==> src/rtl/ilv_pkg.sv <==
package ilv_pkg;

    localparam int WORD_W = 32;
    localparam int LATW   = 8;

    typedef enum logic [1:0] {
        S_IDLE  = 2'd0,
        S_FILL  = 2'd1,
        S_BURST = 2'd2
    } ctrl_state_t;

    // Fixed content of the word at a global word address.
    function automatic logic [WORD_W-1:0] cell_value(input logic [31:0] a);
        logic [31:0] p;
        p = a * 32'h0001_0003;
        return p ^ 32'h5A5A_0000;
    endfunction

endpackage

==> src/rtl/ilv_bank.sv <==
module ilv_bank #(
    parameter int NB      = 4,
    parameter int ROWS    = 16,
    parameter int LAT     = 6,
    parameter int BANK_ID = 0,
    localparam int W      = ilv_pkg::WORD_W,
    localparam int RW     = $clog2(ROWS),
    localparam int CW     = $clog2(LAT + 1)
) (
    input  logic          clk,
    input  logic          rst_n,
    input  logic          start,
    input  logic [RW-1:0] row,
    input  logic          single_in,
    output logic          busy,
    output logic          done,
    output logic          done_single,
    output logic [W-1:0]  rdata
);

    logic [W-1:0]  mem [ROWS];
    logic [CW-1:0] cnt_q;
    logic [RW-1:0] row_q;
    logic          tag_q;

    assign busy = (cnt_q != '0);

    always_ff @(posedge clk) begin
        if (!rst_n) begin
            cnt_q       <= '0;
            row_q       <= '0;
            tag_q       <= 1'b0;
            done        <= 1'b0;
            done_single <= 1'b0;
            rdata       <= '0;
            for (int r = 0; r < ROWS; r++) begin
                mem[r] <= ilv_pkg::cell_value(32'(r * NB + BANK_ID));
            end
        end else begin
            done        <= 1'b0;
            done_single <= 1'b0;
            if (start) begin
                cnt_q <= CW'(LAT);
                row_q <= row;
                tag_q <= single_in;
            end else if (cnt_q != '0) begin
                cnt_q <= cnt_q - 1'b1;
                if (cnt_q == CW'(1)) begin
                    rdata       <= mem[row_q];
                    done        <= 1'b1;
                    done_single <= tag_q;
                end
            end
        end
    end


    start_busy_chk: assert property (@(posedge clk) disable iff (!rst_n)
        start |-> !busy);

endmodule

==> src/rtl/ilv_ctrl.sv <==
module ilv_ctrl #(
    parameter int NB  = 4,
    parameter int AW  = 6,
    localparam int W  = ilv_pkg::WORD_W,
    localparam int IW = $clog2(NB),
    localparam int LW = ilv_pkg::LATW
) (
    input  logic          clk,
    input  logic          rst_n,
    input  logic          req_valid,
    input  logic          req_single,
    input  logic [AW-1:0] req_addr,
    input  logic [NB-1:0] busy_vec,
    input  logic [NB-1:0] done_vec,
    input  logic [NB-1:0] done_single_vec,
    input  logic [NB*W-1:0] rdata_flat,
    output logic          req_ready,
    output logic          accept,
    output logic          rsp_valid,
    output logic [W-1:0]  rsp_data,
    output logic          rsp_last,
    output logic [LW-1:0] lat_cycles
);
    import ilv_pkg::*;

    ctrl_state_t   state_q, state_d;
    logic [IW-1:0] idx_q, idx_d;
    logic [LW-1:0] cnt_q;
    logic [IW-1:0] bank_sel;

    assign bank_sel  = req_addr[IW-1:0];
    assign req_ready = (state_q == S_IDLE) &&
                       (req_single ? !busy_vec[bank_sel] : (busy_vec == '0));
    assign accept    = req_valid && req_ready;

    // State register
    always_ff @(posedge clk) begin
        if (!rst_n) begin
            state_q <= S_IDLE;
            idx_q   <= '0;
        end else begin
            state_q <= state_d;
            idx_q   <= idx_d;
        end
    end

    // Next state
    always_comb begin
        state_d = state_q;
        idx_d   = idx_q;
        unique case (state_q)
            S_IDLE: begin
                if (accept && !req_single) state_d = S_FILL;
            end
            S_FILL: begin
                if (done_vec[0]) begin
                    if (NB == 1) begin
                        state_d = S_IDLE;
                    end else begin
                        state_d = S_BURST;
                        idx_d   = IW'(1);
                    end
                end
            end
            S_BURST: begin
                if (idx_q == IW'(NB - 1)) begin
                    state_d = S_IDLE;
                    idx_d   = '0;
                end else begin
                    idx_d = idx_q + 1'b1;
                end
            end
            default: state_d = S_IDLE;
        endcase
    end

    // Outputs
    always_comb begin
        rsp_valid = 1'b0;
        rsp_data  = '0;
        rsp_last  = 1'b0;
        unique case (state_q)
            S_IDLE: begin
                for (int b = 0; b < NB; b++) begin
                    if (done_single_vec[b]) begin
                        rsp_valid = 1'b1;
                        rsp_data  = rdata_flat[b*W +: W];
                        rsp_last  = 1'b1;
                    end
                end
            end
            S_FILL: begin
                if (done_vec[0]) begin
                    rsp_valid = 1'b1;
                    rsp_data  = rdata_flat[0 +: W];
                    rsp_last  = (NB == 1);
                end
            end
            S_BURST: begin
                rsp_valid = 1'b1;
                for (int b = 0; b < NB; b++) begin
                    if (idx_q == IW'(b)) rsp_data = rdata_flat[b*W +: W];
                end
                rsp_last = (idx_q == IW'(NB - 1));
            end
            default: ;
        endcase
    end

    // Line refill latency measurement
    always_ff @(posedge clk) begin
        if (!rst_n) begin
            cnt_q      <= '0;
            lat_cycles <= '0;
        end else begin
            if (accept && !req_single) begin
                cnt_q <= LW'(1);
            end else if (state_q != S_IDLE) begin
                cnt_q <= cnt_q + 1'b1;
            end
            if (rsp_valid && rsp_last && state_q != S_IDLE) begin
                lat_cycles <= cnt_q + 1'b1;
            end
        end
    end


    last_valid_chk: assert property (@(posedge clk) disable iff (!rst_n)
        rsp_last |-> rsp_valid);


    burst_gapless_chk: assert property (@(posedge clk) disable iff (!rst_n)
        (rsp_valid && !rsp_last) |=> rsp_valid);


    line_ready_chk: assert property (@(posedge clk) disable iff (!rst_n)
        (accept && !req_single) |=> !req_ready);


    single_onehot_chk: assert property (@(posedge clk) disable iff (!rst_n)
        $onehot0(done_single_vec));


    fill_align_chk: assert property (@(posedge clk) disable iff (!rst_n)
        (state_q == S_FILL && done_vec[0]) |-> (done_vec == '1));


    line_idle_chk: assert property (@(posedge clk) disable iff (!rst_n)
        (accept && !req_single) |-> (busy_vec == '0));

endmodule

==> src/rtl/ilv_mem.sv <==
module ilv_mem #(
    parameter int NB   = 4,
    parameter int ROWS = 16,
    parameter int LAT  = 6,
    localparam int W   = ilv_pkg::WORD_W,
    localparam int AW  = $clog2(NB * ROWS),
    localparam int IW  = $clog2(NB),
    localparam int LW  = ilv_pkg::LATW
) (
    input  logic          clk,
    input  logic          rst_n,
    input  logic          req_valid,
    output logic          req_ready,
    input  logic [AW-1:0] req_addr,
    input  logic          req_single,
    output logic          rsp_valid,
    output logic [W-1:0]  rsp_data,
    output logic          rsp_last,
    output logic [LW-1:0] lat_cycles
);

    logic [NB-1:0]   busy_vec;
    logic [NB-1:0]   done_vec;
    logic [NB-1:0]   done_single_vec;
    logic [NB*W-1:0] rdata_flat;
    logic            accept;
    logic [IW-1:0]   bank_sel;
    logic [AW-IW-1:0] row_sel;

    assign bank_sel = req_addr[IW-1:0];
    assign row_sel  = req_addr[AW-1:IW];

    for (genvar b = 0; b < NB; b++) begin : g_bank
        logic start_b;
        assign start_b = accept && (!req_single || bank_sel == IW'(b));
        ilv_bank #(
            .NB(NB), .ROWS(ROWS), .LAT(LAT), .BANK_ID(b)
        ) i_bank (
            .clk        (clk),
            .rst_n      (rst_n),
            .start      (start_b),
            .row        (row_sel),
            .single_in  (req_single),
            .busy       (busy_vec[b]),
            .done       (done_vec[b]),
            .done_single(done_single_vec[b]),
            .rdata      (rdata_flat[b*W +: W])
        );
    end

    ilv_ctrl #(.NB(NB), .AW(AW)) i_ctrl (
        .clk            (clk),
        .rst_n          (rst_n),
        .req_valid      (req_valid),
        .req_single     (req_single),
        .req_addr       (req_addr),
        .busy_vec       (busy_vec),
        .done_vec       (done_vec),
        .done_single_vec(done_single_vec),
        .rdata_flat     (rdata_flat),
        .req_ready      (req_ready),
        .accept         (accept),
        .rsp_valid      (rsp_valid),
        .rsp_data       (rsp_data),
        .rsp_last       (rsp_last),
        .lat_cycles     (lat_cycles)
    );

endmodule

==> config.mk <==
export PLATFORM = sky130hd
export DESIGN_NAME = ilv_mem
export DESIGN_NICKNAME = d
export VERILOG_FILES = /design/src/rtl/ilv_pkg.sv /design/src/rtl/ilv_bank.sv /design/src/rtl/ilv_ctrl.sv /design/src/rtl/ilv_mem.sv
export SDC_FILE = /design/constraint.sdc
export NUM_CORES = 1
export LEC_CHECK = 0
export ABC_AREA = 1
export BUFFER_PORTS_ARGS = -buffer_cell sky130_fd_sc_hd__buf_2
export CELL_PAD_IN_SITES_DETAIL_PLACEMENT = 1
export CELL_PAD_IN_SITES_GLOBAL_PLACEMENT = 1
export CORE_ASPECT_RATIO = 0.6
export CORE_UTILIZATION = 43
export DETAILED_ROUTE_END_ITERATION = 12
export PLACE_DENSITY = 0.92
export SLEW_MARGIN = 20
export SYNTH_ARGS = -nofsm -noshare
export SYNTH_HDL_FRONTEND = slang
export SYNTH_SLANG_ARGS = --single-unit
==> constraint.sdc <==
create_clock -name clk -period 2.3 [get_ports clk]
set_clock_uncertainty 0.2 [all_clocks]
set_input_delay 0.46 -clock clk [delete_from_list [all_inputs] [get_ports clk]]
set_output_delay 0.46 -clock clk [all_outputs]
set_load 0.03 [all_outputs]
==> results.yml <==
route:
  firstDrtPassIters: 5
  drt_iter0_markers: 374
  ant_nets: 0
  drc: 0
  wl_per_cell_um: 20.1
  num_vias: 5207
  via_per_inst: 5.67
  routed_wl_mm: 18.5
place:
  dpl.cell_count: 885
  gp_congestion: 0.928
  place.detailed.hpwl_mm: 12.3
  place.port_buffers: 39
  placed_area_sq_mm: 0.00546
  dp_slack_ps: 28.1
clock_tree:
  cts.clk_slew.worst_paths_ps: 80
  clock_latency_ps: 360
  hold_buffers: 0
  cts_buffers: 9
  cts.htree.levels: 3
  cts_tree: "built"
  cts_root_buffer: "clkbuf_16"
  cts.path.max_buffers: 2
  clkSinkCount: 98
status:
  outcome: "finished, violations left"
  violations: "negative setup slack"
floorplanning:
  ios: 53
  core_sq_mm: 0.0114
  die_x_um: 142
  die_y_um: 86.0
  rows: 30
  die_area_sq_mm: 0.0122
  start_util: 0.445
yosys:
  synthesis.area_sq_mm: 0.00506
  netlist-cell-type-count: 41
  synth-edff-count: 0
  synth_top_area_share: 0.388
  synth_top_area_cell: "dfxtp_1"
  yosysWarnings: 0
  synth_most_common_cell: "nand2_1"
  async_flop_share: 0
  synth_commonest_cells: "nand2_1, dfxtp_1, inv_1"
  synth-seq-cells: 98
  yosysSeqAreaShare: 0.388
  synth.area.top_cells: "dfxtp_1, nand2_1, a21oi_1"
  syn_inst: 698
  avgSynthCellArea_sq_um: 7.25
  synth_top_flop_cell: "dfxtp_1"
sta:
  final.setup.worst_slack_ps: -338
  rsz0062_at_grt: "true"
  period_share: 1.15
  finalHoldViolations: 0
  setup_tns_ps: -5010
  fmax_ghz: 0.379
  finalSetupViolCount: 21
  fin_crit_ps: 2640
  drv_slew: 0
global_routing:
  grt_pass1_vias: 5237
  grt_pass1_wl_mm: 28.5
  grt_overflow: 0
  grt.total_usage: 0.308
  antenna_found_initial: 0
  grt_max_degree: 22
setup_path:
  cp.required_ps: 1640
  r2r_cells: 10
  r2r_slack_ps: 290
  path_cells: "inv_4, ha_4, buf_12, buf_4, a21oi_4, nand2_2, o21ai_1, nand2_1, nand2_1, nand3_2, buf_6"
  cp_common_cell: "nand2_1"
  cp.arrival_ps: 1980
  timing.rr.end: "g_bank[3].i_bank.row_q[2]"
  endpoint_kind: "primary output"
  regToRegStartpoint: "g_bank[3].i_bank.cnt_q[2]"
  path_class: "reg2out"
  critical-path-max-stage-delay_ps: 380
  worst-path-max-fanout: 6
  critPathLaunchType: "register"
  cp_slowest_cell: "dfxtp_4"
worst_hold_path:
  holdCritStartpoint: "req_addr[4]"
  hold_depth: 3
  holdPathEnd: "g_bank[0].i_bank.row_q[2]"
  hp-class: "in2reg"
cells_and_area:
  nNetsFinal: 779
  drive_gt1_frac: 0.222
  antenna_cells: 0
  stdcell_count: 918
  synthToLayoutAreaGrowth_pct: 22.0
  nFillCells: 1438
  seqCellArea_sq_mm: 0.00198
  multi_input_area_sq_mm: 0.00276
  design_area_sq_mm: 0.00618
pwr:
  peakVddDrop_v: 0.000512
  pwr-share-comb: 0.294
  seqPwrFrac: 0.414
  p_sw_frac: 0.389
  leakagePower_nw: 2.67
  p_per_area_mw_per_mm2: 865
  internal_power_mw: 3.26
  clock_power_share: 0.292
  switching_power_mw: 2.08
run:
  max_cap_violations: 0
power by group through the flow:
stage                     sequential, mW  clock (mW)  combinational (mW)
after floorplan                     2.13           0                1.04
after CTS                           2.20        1.58                1.45
after detailed placement            2.23           0                1.36
final                               2.21        1.56                1.57
after global routing                2.24        1.65                1.71
after global placement              2.20           0                1.28
state kept, by name, summed over array words and instances (netlist names):
signal / count
g_bank.i_bank.done_single: 4
g_bank.i_bank.tag_q: 4
i_ctrl.idx_q: 2
i_ctrl.lat_cycles: 8
g_bank.i_bank.cnt_q: 12
g_bank.i_bank.row_q: 16
g_bank.i_bank.rdata: 41
g_bank.i_bank.done: 1
i_ctrl.cnt_q: 8
i_ctrl.state_q: 2
per-layer routing:
layer	vias up	track usage	wire length, um
met1	2586	0.401	8200
li1	2413	-	-
met5	-	0	0
met4	0	0.0987	380
met3	39	0.0525	1150
met2	169	0.519	8760
layout by cell type (no fill, tap or decap), types with 3 or more instances in the layout:
| master | n |
|---|---|
| dfxtp_1 | 92 |
| xor2_1 | 9 |
| buf_2 | 19 |
| nor2_1 | 66 |
| clkbuf_16 | 9 |
| o21ai_1 | 12 |
| o2111ai_2 | 4 |
| buf_6 | 15 |
| a21oi_2 | 13 |
| conb_1 | 13 |
| a31o_2 | 4 |
| o21ai_0 | 50 |
| inv_1 | 67 |
| a21oi_1 | 62 |
| o211ai_1 | 14 |
| ha_4 | 3 |
| buf_4 | 43 |
| nand3_1 | 16 |
| nor3_1 | 10 |
| dfxtp_2 | 3 |
| dfxtp_4 | 3 |
| nand3_2 | 9 |
| inv_4 | 4 |
| ha_1 | 12 |
| a211oi_1 | 13 |
| or2_2 | 4 |
| o21ai_2 | 3 |
| nand2_4 | 3 |
| nor2_4 | 3 |
| nor2_2 | 5 |
| inv_2 | 4 |
| nand2_1 | 124 |
| nand4_1 | 13 |
area by class of cell:
| cell class | instances | area share |
|---|---|---|
| Clock inverter | 7 | 0.0132 |
| Tap cell | 160 | 0.0324 |
| Multi-Input combinational cell | 487 | 0.447 |
| Sequential cell | 98 | 0.320 |
| Inverter | 78 | 0.0498 |
| Clock buffer | 9 | 0.0365 |
| Timing Repair Buffer | 79 | 0.101 |
metrics by stage:
stage          utilization  power, mW  hold slack (ps)
2_1_floorplan            -       3.17              224
3_3_place_gp         0.480       3.48              251
3_5_place_dp         0.480       3.59              255
4_1_cts              0.530       5.23              230
5_1_grt              0.543       5.60              235
6_report             0.543       5.34              237
cell families (layout without fill, tap and decap cells):
kind of cell / count (synthesis) / count (layout) / share of synthesized area
other: 1 / 13 / 0.000741
xor gates and xnor gates: 11 / 11 / 0.0190
buffers and inverters: 125 / 173 / 0.112
DFF: 98 / 98 / 0.388
AOI/OAI and AO/OA: 190 / 190 / 0.220
adders and majority gates: 16 / 16 / 0.0395
and+or+nand+nor: 257 / 257 / 0.221
worst max-delay path, delay by kind of cell (launching register included):
kind | cells | cell delay, ps
AOI/OAI and AO/OA | 2 | 240
adders and majority gates | 1 | 170
buffers and inverters | 4 | 480
DFF | 1 | 380
and+or+nand+nor | 4 | 360
timing repair:
item,4_1_cts,5_1_grt
gates cloned,1,0
pin swaps,13,12
setup buffers,5,11
resized for setup,69,23
setup endpoints to repair,22,22
how the worst max path moves through the flow:
stage / from / endpoint / slack (ps) / cells after the start
floorplan: i_ctrl.idx_q[1] / rsp_data[25] / -60 / 10
global placement: g_bank[1].i_bank.done_single / rsp_data[20] / 3 / 7
detailed placement: i_ctrl.idx_q[1] / rsp_data[27] / 30 / 10
CTS: i_ctrl.idx_q[1] / rsp_data[27] / -230 / 10
global route: g_bank[3].i_bank.done_single / rsp_data[25] / -430 / 5
finish: i_ctrl.idx_q[1] / rsp_data[18] / -340 / 11
Note: power is estimated with default switching activity, not from simulation.
